File: config.mk
export PLATFORM = sky130hd
export DESIGN_NAME = pwrIdleCtl
export DESIGN_NICKNAME = d
export VERILOG_FILES = /design/src/rtl/pwrIdlePkg.sv /design/src/rtl/pwrIdleDatapath.sv /design/src/rtl/pwrIdleControl.sv /design/src/rtl/pwrIdleCtl.sv
export SDC_FILE = /design/constraint.sdc
export NUM_CORES = 1
export LEC_CHECK = 0
export BUFFER_PORTS_ARGS = -buffer_cell sky130_fd_sc_hd__buf_2
export CORE_UTILIZATION = 33
export CTS_CLUSTER_DIAMETER = 80
export CTS_CLUSTER_SIZE = 40
export DETAILED_ROUTE_END_ITERATION = 12
export GPL_TIMING_DRIVEN = 0
export PLACE_DENSITY_LB_ADDON = 0.08
export SYNTH_ARGS = -nofsm -noshare
export SYNTH_HDL_FRONTEND = slang
export SYNTH_SLANG_ARGS = --single-unit
File: constraint.sdc
create_clock -name clk -period 1.4 [get_ports clk]
set_input_delay 0.28 -clock clk [delete_from_list [all_inputs] [get_ports clk]]
set_output_delay 0.28 -clock clk [all_outputs]
set_load 0.1 [all_outputs]
File: src/rtl/pwrIdlePkg.sv
package pwrIdlePkg;
  localparam int CLKACT_LSB = 8;
  localparam int IDLE_LSB   = 3;
  localparam int SRST_BIT   = 1;
  localparam int AUTO_BIT   = 0;

  typedef enum logic [1:0] {
    IDLE_FORCE = 2'd0,
    IDLE_NONE  = 2'd1,
    IDLE_SMART = 2'd2,
    IDLE_RSVD  = 2'd3
  } idleMode_e;

  typedef struct packed {
    logic [1:0] clkAct;
    idleMode_e  idleMode;
    logic       autoIdle;
  } cfg_t;

  typedef struct packed {
    logic access;
    logic cfgWrite;
    logic rstStart;
  } ctlStrobe_t;
endpackage

File: src/rtl/pwrIdleDatapath.sv
module pwrIdleDatapath
  import pwrIdlePkg::*;
#(
  parameter int DATA_W = 32
) (
  input  logic              clk,
  input  logic              rstN,
  input  ctlStrobe_t        strobe,
  input  logic [DATA_W-1:0] busWdata,
  input  logic              idleAck,
  input  logic              irqIn,
  input  logic              dmaIn,
  output cfg_t              cfgQ,
  output logic [DATA_W-1:0] busRdata,
  output logic              irqOut,
  output logic              dmaOut,
  output logic              keepIfClk,
  output logic              keepFnClk
);
  logic unusedWdata;
  assign unusedWdata = ^busWdata;

  // configuration register: only hardware reset clears it
  always_ff @(posedge clk or negedge rstN) begin
    if (!rstN) begin
      cfgQ.clkAct   <= 2'd0;
      cfgQ.idleMode <= IDLE_SMART;
      cfgQ.autoIdle <= 1'b1;
    end else if (strobe.cfgWrite) begin
      cfgQ.clkAct   <= busWdata[CLKACT_LSB +: 2];
      cfgQ.idleMode <= idleMode_e'(busWdata[IDLE_LSB +: 2]);
      cfgQ.autoIdle <= busWdata[AUTO_BIT];
    end
  end

  always_comb begin
    busRdata = '0;
    busRdata[CLKACT_LSB +: 2] = cfgQ.clkAct;
    busRdata[IDLE_LSB +: 2]   = cfgQ.idleMode;
    busRdata[AUTO_BIT]        = cfgQ.autoIdle;
  end

  assign irqOut    = irqIn & ~idleAck;
  assign dmaOut    = dmaIn & ~idleAck;
  assign keepIfClk = cfgQ.clkAct[0];
  assign keepFnClk = cfgQ.clkAct[1];

  p_cfg_hold_r8: assert property (@(posedge clk) disable iff (!rstN)
    !strobe.cfgWrite |=> $stable(cfgQ));
  p_cfg_write_r2: assert property (@(posedge clk) disable iff (!rstN)
    strobe.cfgWrite |=> cfgQ.idleMode == $past(busWdata[IDLE_LSB +: 2]));
  p_mask_idle_r6: assert property (@(posedge clk) disable iff (!rstN)
    idleAck |-> (!irqOut && !dmaOut));
endmodule

File: src/rtl/pwrIdleControl.sv
module pwrIdleControl
  import pwrIdlePkg::*;
#(
  parameter int RST_CYCLES = 4
) (
  input  logic       clk,
  input  logic       rstN,
  input  logic       busSel,
  input  logic       busWr,
  input  logic       srstBit,
  input  cfg_t       cfgQ,
  input  logic       idleReq,
  input  logic       coreBusy,
  output ctlStrobe_t strobe,
  output logic       idleAck,
  output logic       modRstOut,
  output logic       rstDone,
  output logic       ifClkEn
);
  localparam int CNT_W = $clog2(RST_CYCLES + 1);

  logic [CNT_W-1:0] rstCnt;
  logic             quietQ;
  logic             accessQ;

  assign strobe.access   = busSel;
  assign strobe.cfgWrite = busSel & busWr;
  assign strobe.rstStart = busSel & busWr & srstBit;

  // soft reset pulse counter and done flag
  always_ff @(posedge clk or negedge rstN) begin
    if (!rstN) begin
      rstCnt  <= '0;
      rstDone <= 1'b0;
    end else if (strobe.rstStart) begin
      rstCnt  <= CNT_W'(RST_CYCLES);
      rstDone <= 1'b0;
    end else if (rstCnt != '0) begin
      rstCnt  <= rstCnt - 1'b1;
      if (rstCnt == CNT_W'(1)) rstDone <= 1'b1;
    end
  end
  assign modRstOut = (rstCnt != '0);

  // history of core activity and bus activity
  always_ff @(posedge clk or negedge rstN) begin
    if (!rstN) begin
      quietQ  <= 1'b0;
      accessQ <= 1'b0;
    end else begin
      quietQ  <= ~coreBusy;
      accessQ <= strobe.access;
    end
  end

  always_comb begin
    unique case (cfgQ.idleMode)
      IDLE_FORCE: idleAck = idleReq;
      IDLE_SMART: idleAck = idleReq & ~coreBusy & quietQ;
      default:    idleAck = 1'b0;
    endcase
  end

  assign ifClkEn = ~cfgQ.autoIdle | strobe.access | accessQ;

  p_ack_needs_req_r3: assert property (@(posedge clk) disable iff (!rstN)
    idleAck |-> idleReq);
  p_no_ack_r4: assert property (@(posedge clk) disable iff (!rstN)
    (cfgQ.idleMode == IDLE_NONE || cfgQ.idleMode == IDLE_RSVD) |-> !idleAck);
  p_smart_quiet_r5: assert property (@(posedge clk) disable iff (!rstN)
    (cfgQ.idleMode == IDLE_SMART && idleAck) |-> !coreBusy);
  p_rst_start_r7: assert property (@(posedge clk) disable iff (!rstN)
    strobe.rstStart |=> modRstOut);
  p_rst_done_r7: assert property (@(posedge clk) disable iff (!rstN)
    $fell(modRstOut) |-> rstDone);
  p_clk_after_access_r9: assert property (@(posedge clk) disable iff (!rstN)
    strobe.access |=> ifClkEn);
endmodule

File: src/rtl/pwrIdleCtl.sv
module pwrIdleCtl
  import pwrIdlePkg::*;
#(
  parameter int DATA_W     = 32,
  parameter int RST_CYCLES = 4
) (
  input  logic              clk,
  input  logic              rstN,
  input  logic              busSel,
  input  logic              busWr,
  input  logic [DATA_W-1:0] busWdata,
  output logic [DATA_W-1:0] busRdata,
  input  logic              idleReq,
  input  logic              coreBusy,
  output logic              idleAck,
  input  logic              irqIn,
  input  logic              dmaIn,
  output logic              irqOut,
  output logic              dmaOut,
  output logic              modRstOut,
  output logic              rstDone,
  output logic              ifClkEn,
  output logic              keepIfClk,
  output logic              keepFnClk
);
  ctlStrobe_t strobe;
  cfg_t       cfgQ;

  pwrIdleControl #(.RST_CYCLES(RST_CYCLES)) i_control (
    .clk(clk), .rstN(rstN), .busSel(busSel), .busWr(busWr),
    .srstBit(busWdata[SRST_BIT]), .cfgQ(cfgQ), .idleReq(idleReq),
    .coreBusy(coreBusy), .strobe(strobe), .idleAck(idleAck),
    .modRstOut(modRstOut), .rstDone(rstDone), .ifClkEn(ifClkEn)
  );

  pwrIdleDatapath #(.DATA_W(DATA_W)) i_datapath (
    .clk(clk), .rstN(rstN), .strobe(strobe), .busWdata(busWdata),
    .idleAck(idleAck), .irqIn(irqIn), .dmaIn(dmaIn), .cfgQ(cfgQ),
    .busRdata(busRdata), .irqOut(irqOut), .dmaOut(dmaOut),
    .keepIfClk(keepIfClk), .keepFnClk(keepFnClk)
  );
endmodule

==> results of run 1 <==
[how the worst min path moves through the flow]
stage / from / endpoint / slack [ns] / cells after the start
3_3_place_gp: rstN / i_control.rstCnt[1] / 0.17 / 1
4_1_cts: coreBusy / i_control.quietQ / 0.16 / 2
2_1_floorplan: rstN / i_control.accessQ / -0.02 / 0
5_1_grt: coreBusy / i_control.quietQ / 0.16 / 2
6_report: coreBusy / i_control.quietQ / 0.17 / 2
3_5_place_dp: rstN / i_control.rstCnt[0] / 0.16 / 1
[routing by layer]
metal | vias to the layer above | wire (µm) | global-route usage, %
met4 | 0 | 0 | 4.41
li1 | 305 | - | -
met3 | 0 | 113 | 4.67
met2 | 33 | 801 | 23.6
met1 | 263 | 467 | 11.3
met5 | - | 0 | 0
[where the power goes]
group          switching [mW]  total (mW)  leakage [nW]  internal [mW]
combinational            1.09        1.66         0.568          0.565
clock                  0.0963       0.206        0.0150          0.110
sequential             0.0617       0.483         0.125          0.422
total                    1.25        2.35         0.708           1.10
[critical path, stage by stage, from the launching register on]
cell	delay [ns]
dfstp_4	0.61
or3b_4	0.39
buf_12	0.18
[metrics by stage]
| stage | TNS (ns) | power [mW] | hold WS, ns |
|---|---|---|---|
| 3_3_place_gp | -0.493 | 1.74 | 0.165 |
| 2_1_floorplan | -1.73 | 1.62 | -0.0156 |
| 5_1_grt | -1.41 | 2.47 | 0.155 |
| 6_report | -1.16 | 2.35 | 0.165 |
| 3_5_place_dp | -0.574 | 1.76 | 0.162 |
| 4_1_cts | -1.20 | 2.23 | 0.157 |
[sequential cells by signal (all words and copies together) (netlist names)]
name / cells
i_datapath.busRdata: 5
i_control.quietQ: 1
i_control.rstCnt: 3
i_control.accessQ: 1
i_control.rstDone: 1
[repair_timing]
action / CTS / global route
resized for setup: 28 / 4
buffers inserted: 6 / 5
endpoints found under the hold margin: 9 / 0
setup endpoints to repair: 9 / 8
pin swaps: 1 / 1
cloned: 0 / 0
hold buffers: 1 / 0
[cells by family (layout without fill, tap and decap cells)]
| logic type | after synthesis | count (layout) | synth area share, % |
|---|---|---|---|
| buffers and inverters | 33 | 75 | 32.1 |
| and+or+nand+nor | 12 | 12 | 10.5 |
| DFF | 11 | 11 | 38.3 |
| AOI/OAI and AO/OA | 5 | 5 | 4.32 |
| muxes | 5 | 5 | 7.77 |
| adders and majority gates | 3 | 3 | 5.18 |
| other | 1 | 27 | 0.518 |
| xor gates and xnor gates | 1 | 1 | 1.21 |
[layout by cell type, fill, tap and decap left out, drive strengths merged]
master | synthesis | final
nand2b | 3 | 3
mux2 | 5 | 5
nor2b | 2 | 2
dfstp | 2 | 2
conb | 1 | 27
inv | 4 | 4
o21ai | 1 | 1
nand2 | 1 | 1
dfrtp | 9 | 9
buf | 29 | 66
ha | 3 | 3
dlygate4sd3 | 0 | 1
or3b | 1 | 1
and3 | 1 | 1
clkbuf | 0 | 4
a211oi | 1 | 1
a21oi | 3 | 3
xnor2 | 1 | 1
nor2 | 4 | 4
[layout make-up]
type | count | share of cell area [%]
multi-input combinational | 53 | 28.2
timing repair buffer | 38 | 25.6
sequential | 11 | 23.0
buffer | 29 | 17.2
tap | 27 | 2.67
clock buffer | 4 | 2.08
inverter | 4 | 1.19
==> flow_summary.yaml, run 1 <==
grt:
  grt_max_degree: 12
  grt_use_total_pct: 12.2
  grt_pass1_wl_mm: 2.24
  grt_pass1_vias: 520
  antenna_found_initial: 0
  grt_overflow_total: 0
die:
  io_pins: 80
  core_mm2: 0.00202
  rows: 16
  die_area_mm2: 0.00239
  die_w_um: 48.9
  die_h_um: 48.9
  start_util_pct: 35.8
layout:
  area_growth_syn_to_layout_pct: 74.6
  final_cell_count_no_fill: 166
  drive_above_1_share_pct: 64.7
  regArea_um2: 292
  fin_area_mm2: 0.00126
  fin_util_pct: 62.6
  fill_cells: 168
  multi_input_area_um2: 357
  fin_nets: 183
  num_antenna_cells: 0
place:
  pre_cts_slack_ns: -0.160
  dp_cells: 150
  placed_area_mm2: 0.00103
  io_buffers: 26
  dpl.hpwl_mm: 1.01
  gp_congestion: 0.664
sta:
  rsz0062_at_grt: "true"
  post-route-period-util_pct: 123
  hold_viol: 0
  finalSetupViolCount: 5
  setup_slack_ns: -0.320
  period_needed_ns: 1.72
  slew_viol_final: 0
  finClkSkew_ns: 0.00172
  fmax_mhz: 581
clock_tree:
  h-tree-depth: 1
  clockBufferDepth: 2
  cts_root_buf: "clkbuf_4"
  clk_latency_ns: 0.26
  cts_buffers: 3
  cts_tree: "yes"
  cts.sinks: 11
  clkTransAtPathRegs_ns: 0.07
worst_setup_path:
  required_ns: 1.12
  reg2reg_depth: 6
  endpoint_kind: "primary output"
  critPathCapture: "ifClkEn"
  path_max_fanout: 3
  worstSetupPathType: "flop to primary output"
  timing.rr.start: "i_control.rstCnt[0]"
  crit_path_start_kind: "flop"
  r2r-end: "i_control.rstCnt[1]"
  worstPathArrival_ns: 1.44
  worstSetupStartpoint: "i_datapath.busRdata[0]"
  r2r_slack_ns: 0.14
power:
  p_leak_nw: 0.708
  powerDensity_mw_per_mm2: 1860
  max-vdd-ir-drop_v: 0.00102
flow_run:
  drv_cap: 0
synth:
  synth.lib_cells_used.distinct: 19
  synth_top_area_share_pct: 31.1
  yosysSeqAreaShare_pct: 38.3
  synth_area_leaders: "dfrtp_1 (31%), buf_4 (30%), mux2_2 (7.8%)"
  ys.warnings.count: 0
  synth.cell_area_um2: 724
  syn_inst: 71
  syn_avg_cell_area_um2: 10.2
  synth_edf_count: 0
  netlist_top_cells_count: "buf_4 (29), dfrtp_1 (9), mux2_2 (5)"
  yosysTopAreaCell: "dfrtp_1"
  async_flop_share_pct: 100
  synth.most_common_cell: "buf_4"
  yosys_most_used_dff: "dfrtp_1"
  ys_ff_latch: 11
run_status:
  status: "finished, violations left"
  violations: "negative setup slack"
drt:
  postRouteAntennaNets: 0
  routedWlPerCell_um: 8.33
  avgViaCountPerCell: 3.62
  firstDrtPassIters: 4
  initialDrtViolationCount: 4
  vias: 601
  drc: 0
  drt_wl_total_mm: 1.38
min_path:
  hold_class: "input pin to flop"
Note: power is estimated with default switching activity, not from simulation.
==> inputs of run 2 (changes only) <==
CELL_PAD_IN_SITES_DETAIL_PLACEMENT = 1   (was not set)
CELL_PAD_IN_SITES_GLOBAL_PLACEMENT = 1   (was not set)
CORE_UTILIZATION = 22   (was 33)
==> flow_summary.yaml, run 2 (synthesized netlist as in run 1, its figures left out) <==
layout:
  fin_area_mm2: 0.00129
  area_growth_syn_to_layout_pct: 78.1
  num_antenna_cells: 0
  final_cell_count_no_fill: 181
  fin_nets: 181
  drive_above_1_share_pct: 64.2
  final_common_cell: "buf_4"
  mostFrequentLayoutCells: "buf_4 (39), conb_1 (27), buf_2 (16)"
  largest_reg_flops: 5
die:
  rows: 20
  die_area_mm2: 0.00353
  die_h_um: 59.4
  die_w_um: 59.4
  start_util_pct: 23.5
  io_pins: 80
  core_mm2: 0.00308
clock_tree:
  clockBufferDepth: 2
  cts_root_buf: "clkbuf_4"
  h-tree-depth: 1
  cts_tree: "yes"
  clkTransAtPathRegs_ns: 0.07
  cts_buffers: 3
  cts.sinks: 11
  clk_latency_ns: 0.26
worst_setup_path:
  path_max_fanout: 2
  worstPathArrival_ns: 1.43
  worstSetupPathType: "flop to primary output"
  r2r_slack_ns: 0.24
  required_ns: 1.12
  crit_path_start_kind: "flop"
  endpoint_kind: "primary output"
sta:
  finClkSkew_ns: 0.00104
  post-route-period-util_pct: 122
  setup_slack_ns: -0.311
  slew_viol_final: 0
  finalSetupViolCount: 5
  rsz0062_at_grt: "true"
  hold_viol: 0
  fmax_mhz: 584
  period_needed_ns: 1.71
  tns_ns: -1.07
run_status:
  violations: "negative setup slack"
  status: "finished, violations left"
power:
  intPower_mw: 1.06
  power_mw: 2.31
  powerDensity_mw_per_mm2: 1790
  seqPwrFrac_pct: 20.7
  pwr-share-clk_pct: 9.2
  switchingPower_mw: 1.25
  max-vdd-ir-drop_v: 0.000770
  sw_frac_of_total_pct: 54.1
  pwr-share-comb_pct: 70.1
  p_leak_nw: 0.705
place:
  io_buffers: 26
  gp_congestion: 0.569
  dpl.hpwl_mm: 1.12
  pre_cts_slack_ns: -0.138
  placed_area_mm2: 0.00105
  dp_cells: 167
drt:
  avgViaCountPerCell: 3.36
  drt_wl_total_mm: 1.43
  drc: 0
  initialDrtViolationCount: 2
  postRouteAntennaNets: 0
  routedWlPerCell_um: 7.88
  firstDrtPassIters: 2
  vias: 609
grt:
  grt_use_total_pct: 8.64
  grt_overflow_total: 0
  grt_pass1_wl_mm: 2.19
  grt_pass1_vias: 520
  antenna_found_initial: 0
  grt_max_degree: 12
min_path:
  hold_class: "input pin to flop"
flow_run:
  drv_cap: 0
[run 2: cell count changes in the layout (fill, tap and decap cells not counted), sizes merged]
cell / previous run / this run
buf: 66 / 64
[run 2: final timing paths]
kind	from	endpoint	depth (start not counted)
worst max-delay path	i_datapath.busRdata[0]	ifClkEn	2
worst min-delay path	coreBusy	i_control.quietQ	2
worst max register to register	i_control.rstCnt[1]	i_control.rstCnt[0]	6
worst min register to register	i_control.rstDone	i_control.rstDone	2
max in group asynchronous	rstN	i_datapath.busRdata[0]	2
min in group asynchronous	rstN	i_datapath.busRdata[3]	2
[run 2: cell type report]
class	instances	area [µm²]
Clock buffer	4	26.3
Multi-Input combinational cell	53	357
Fill cell	372	1790
Sequential cell	11	292
Timing Repair Buffer	36	328
Tap cell	44	55.1
Inverter	4	15.0
Buffer	29	218
[run 2: critical path: stages, from the launching register on]
cell	delay, ns
dfstp_4	0.61
or3b_4	0.38
buf_12	0.17
[run 2: metrics by stage]
stage | utilization [%] | hold slack [ns]
2_1_floorplan | - | -0.0156
3_3_place_gp | 34.2 | 0.171
3_5_place_dp | 34.2 | 0.164
4_1_cts | 41.4 | 0.158
5_1_grt | 41.9 | 0.161
6_report | 41.9 | 0.165
[run 2: repair_timing]
action                                 in CTS  in global routing
hold buffers                                1                  0
pin swaps                                   1                  0
endpoints found under the hold margin       9                  0
setup endpoints to repair                   9                  8
setup buffers                               8                  1
resized for setup                          35                  2
[run 2: per-layer routing]
| layer | vias up | wire length [µm] | global-route usage, % |
|---|---|---|---|
| li1 | 303 | - | - |
| met1 | 271 | 528 | 9.88 |
| met2 | 33 | 737 | 14.0 |
| met3 | 2 | 143 | 4.15 |
| met4 | 0 | 17 | 3.06 |
| met5 | - | 0 | 0 |
[run 2: power groups by stage]
stage / clock network (mW) / logic [mW] / registers [mW]
6_report: 0.212 / 1.62 / 0.480
3_3_place_gp: 0 / 1.27 / 0.482
4_1_cts: 0.223 / 1.59 / 0.480
5_1_grt: 0.241 / 1.70 / 0.488
3_5_place_dp: 0 / 1.28 / 0.490
2_1_floorplan: 0 / 0.874 / 0.745
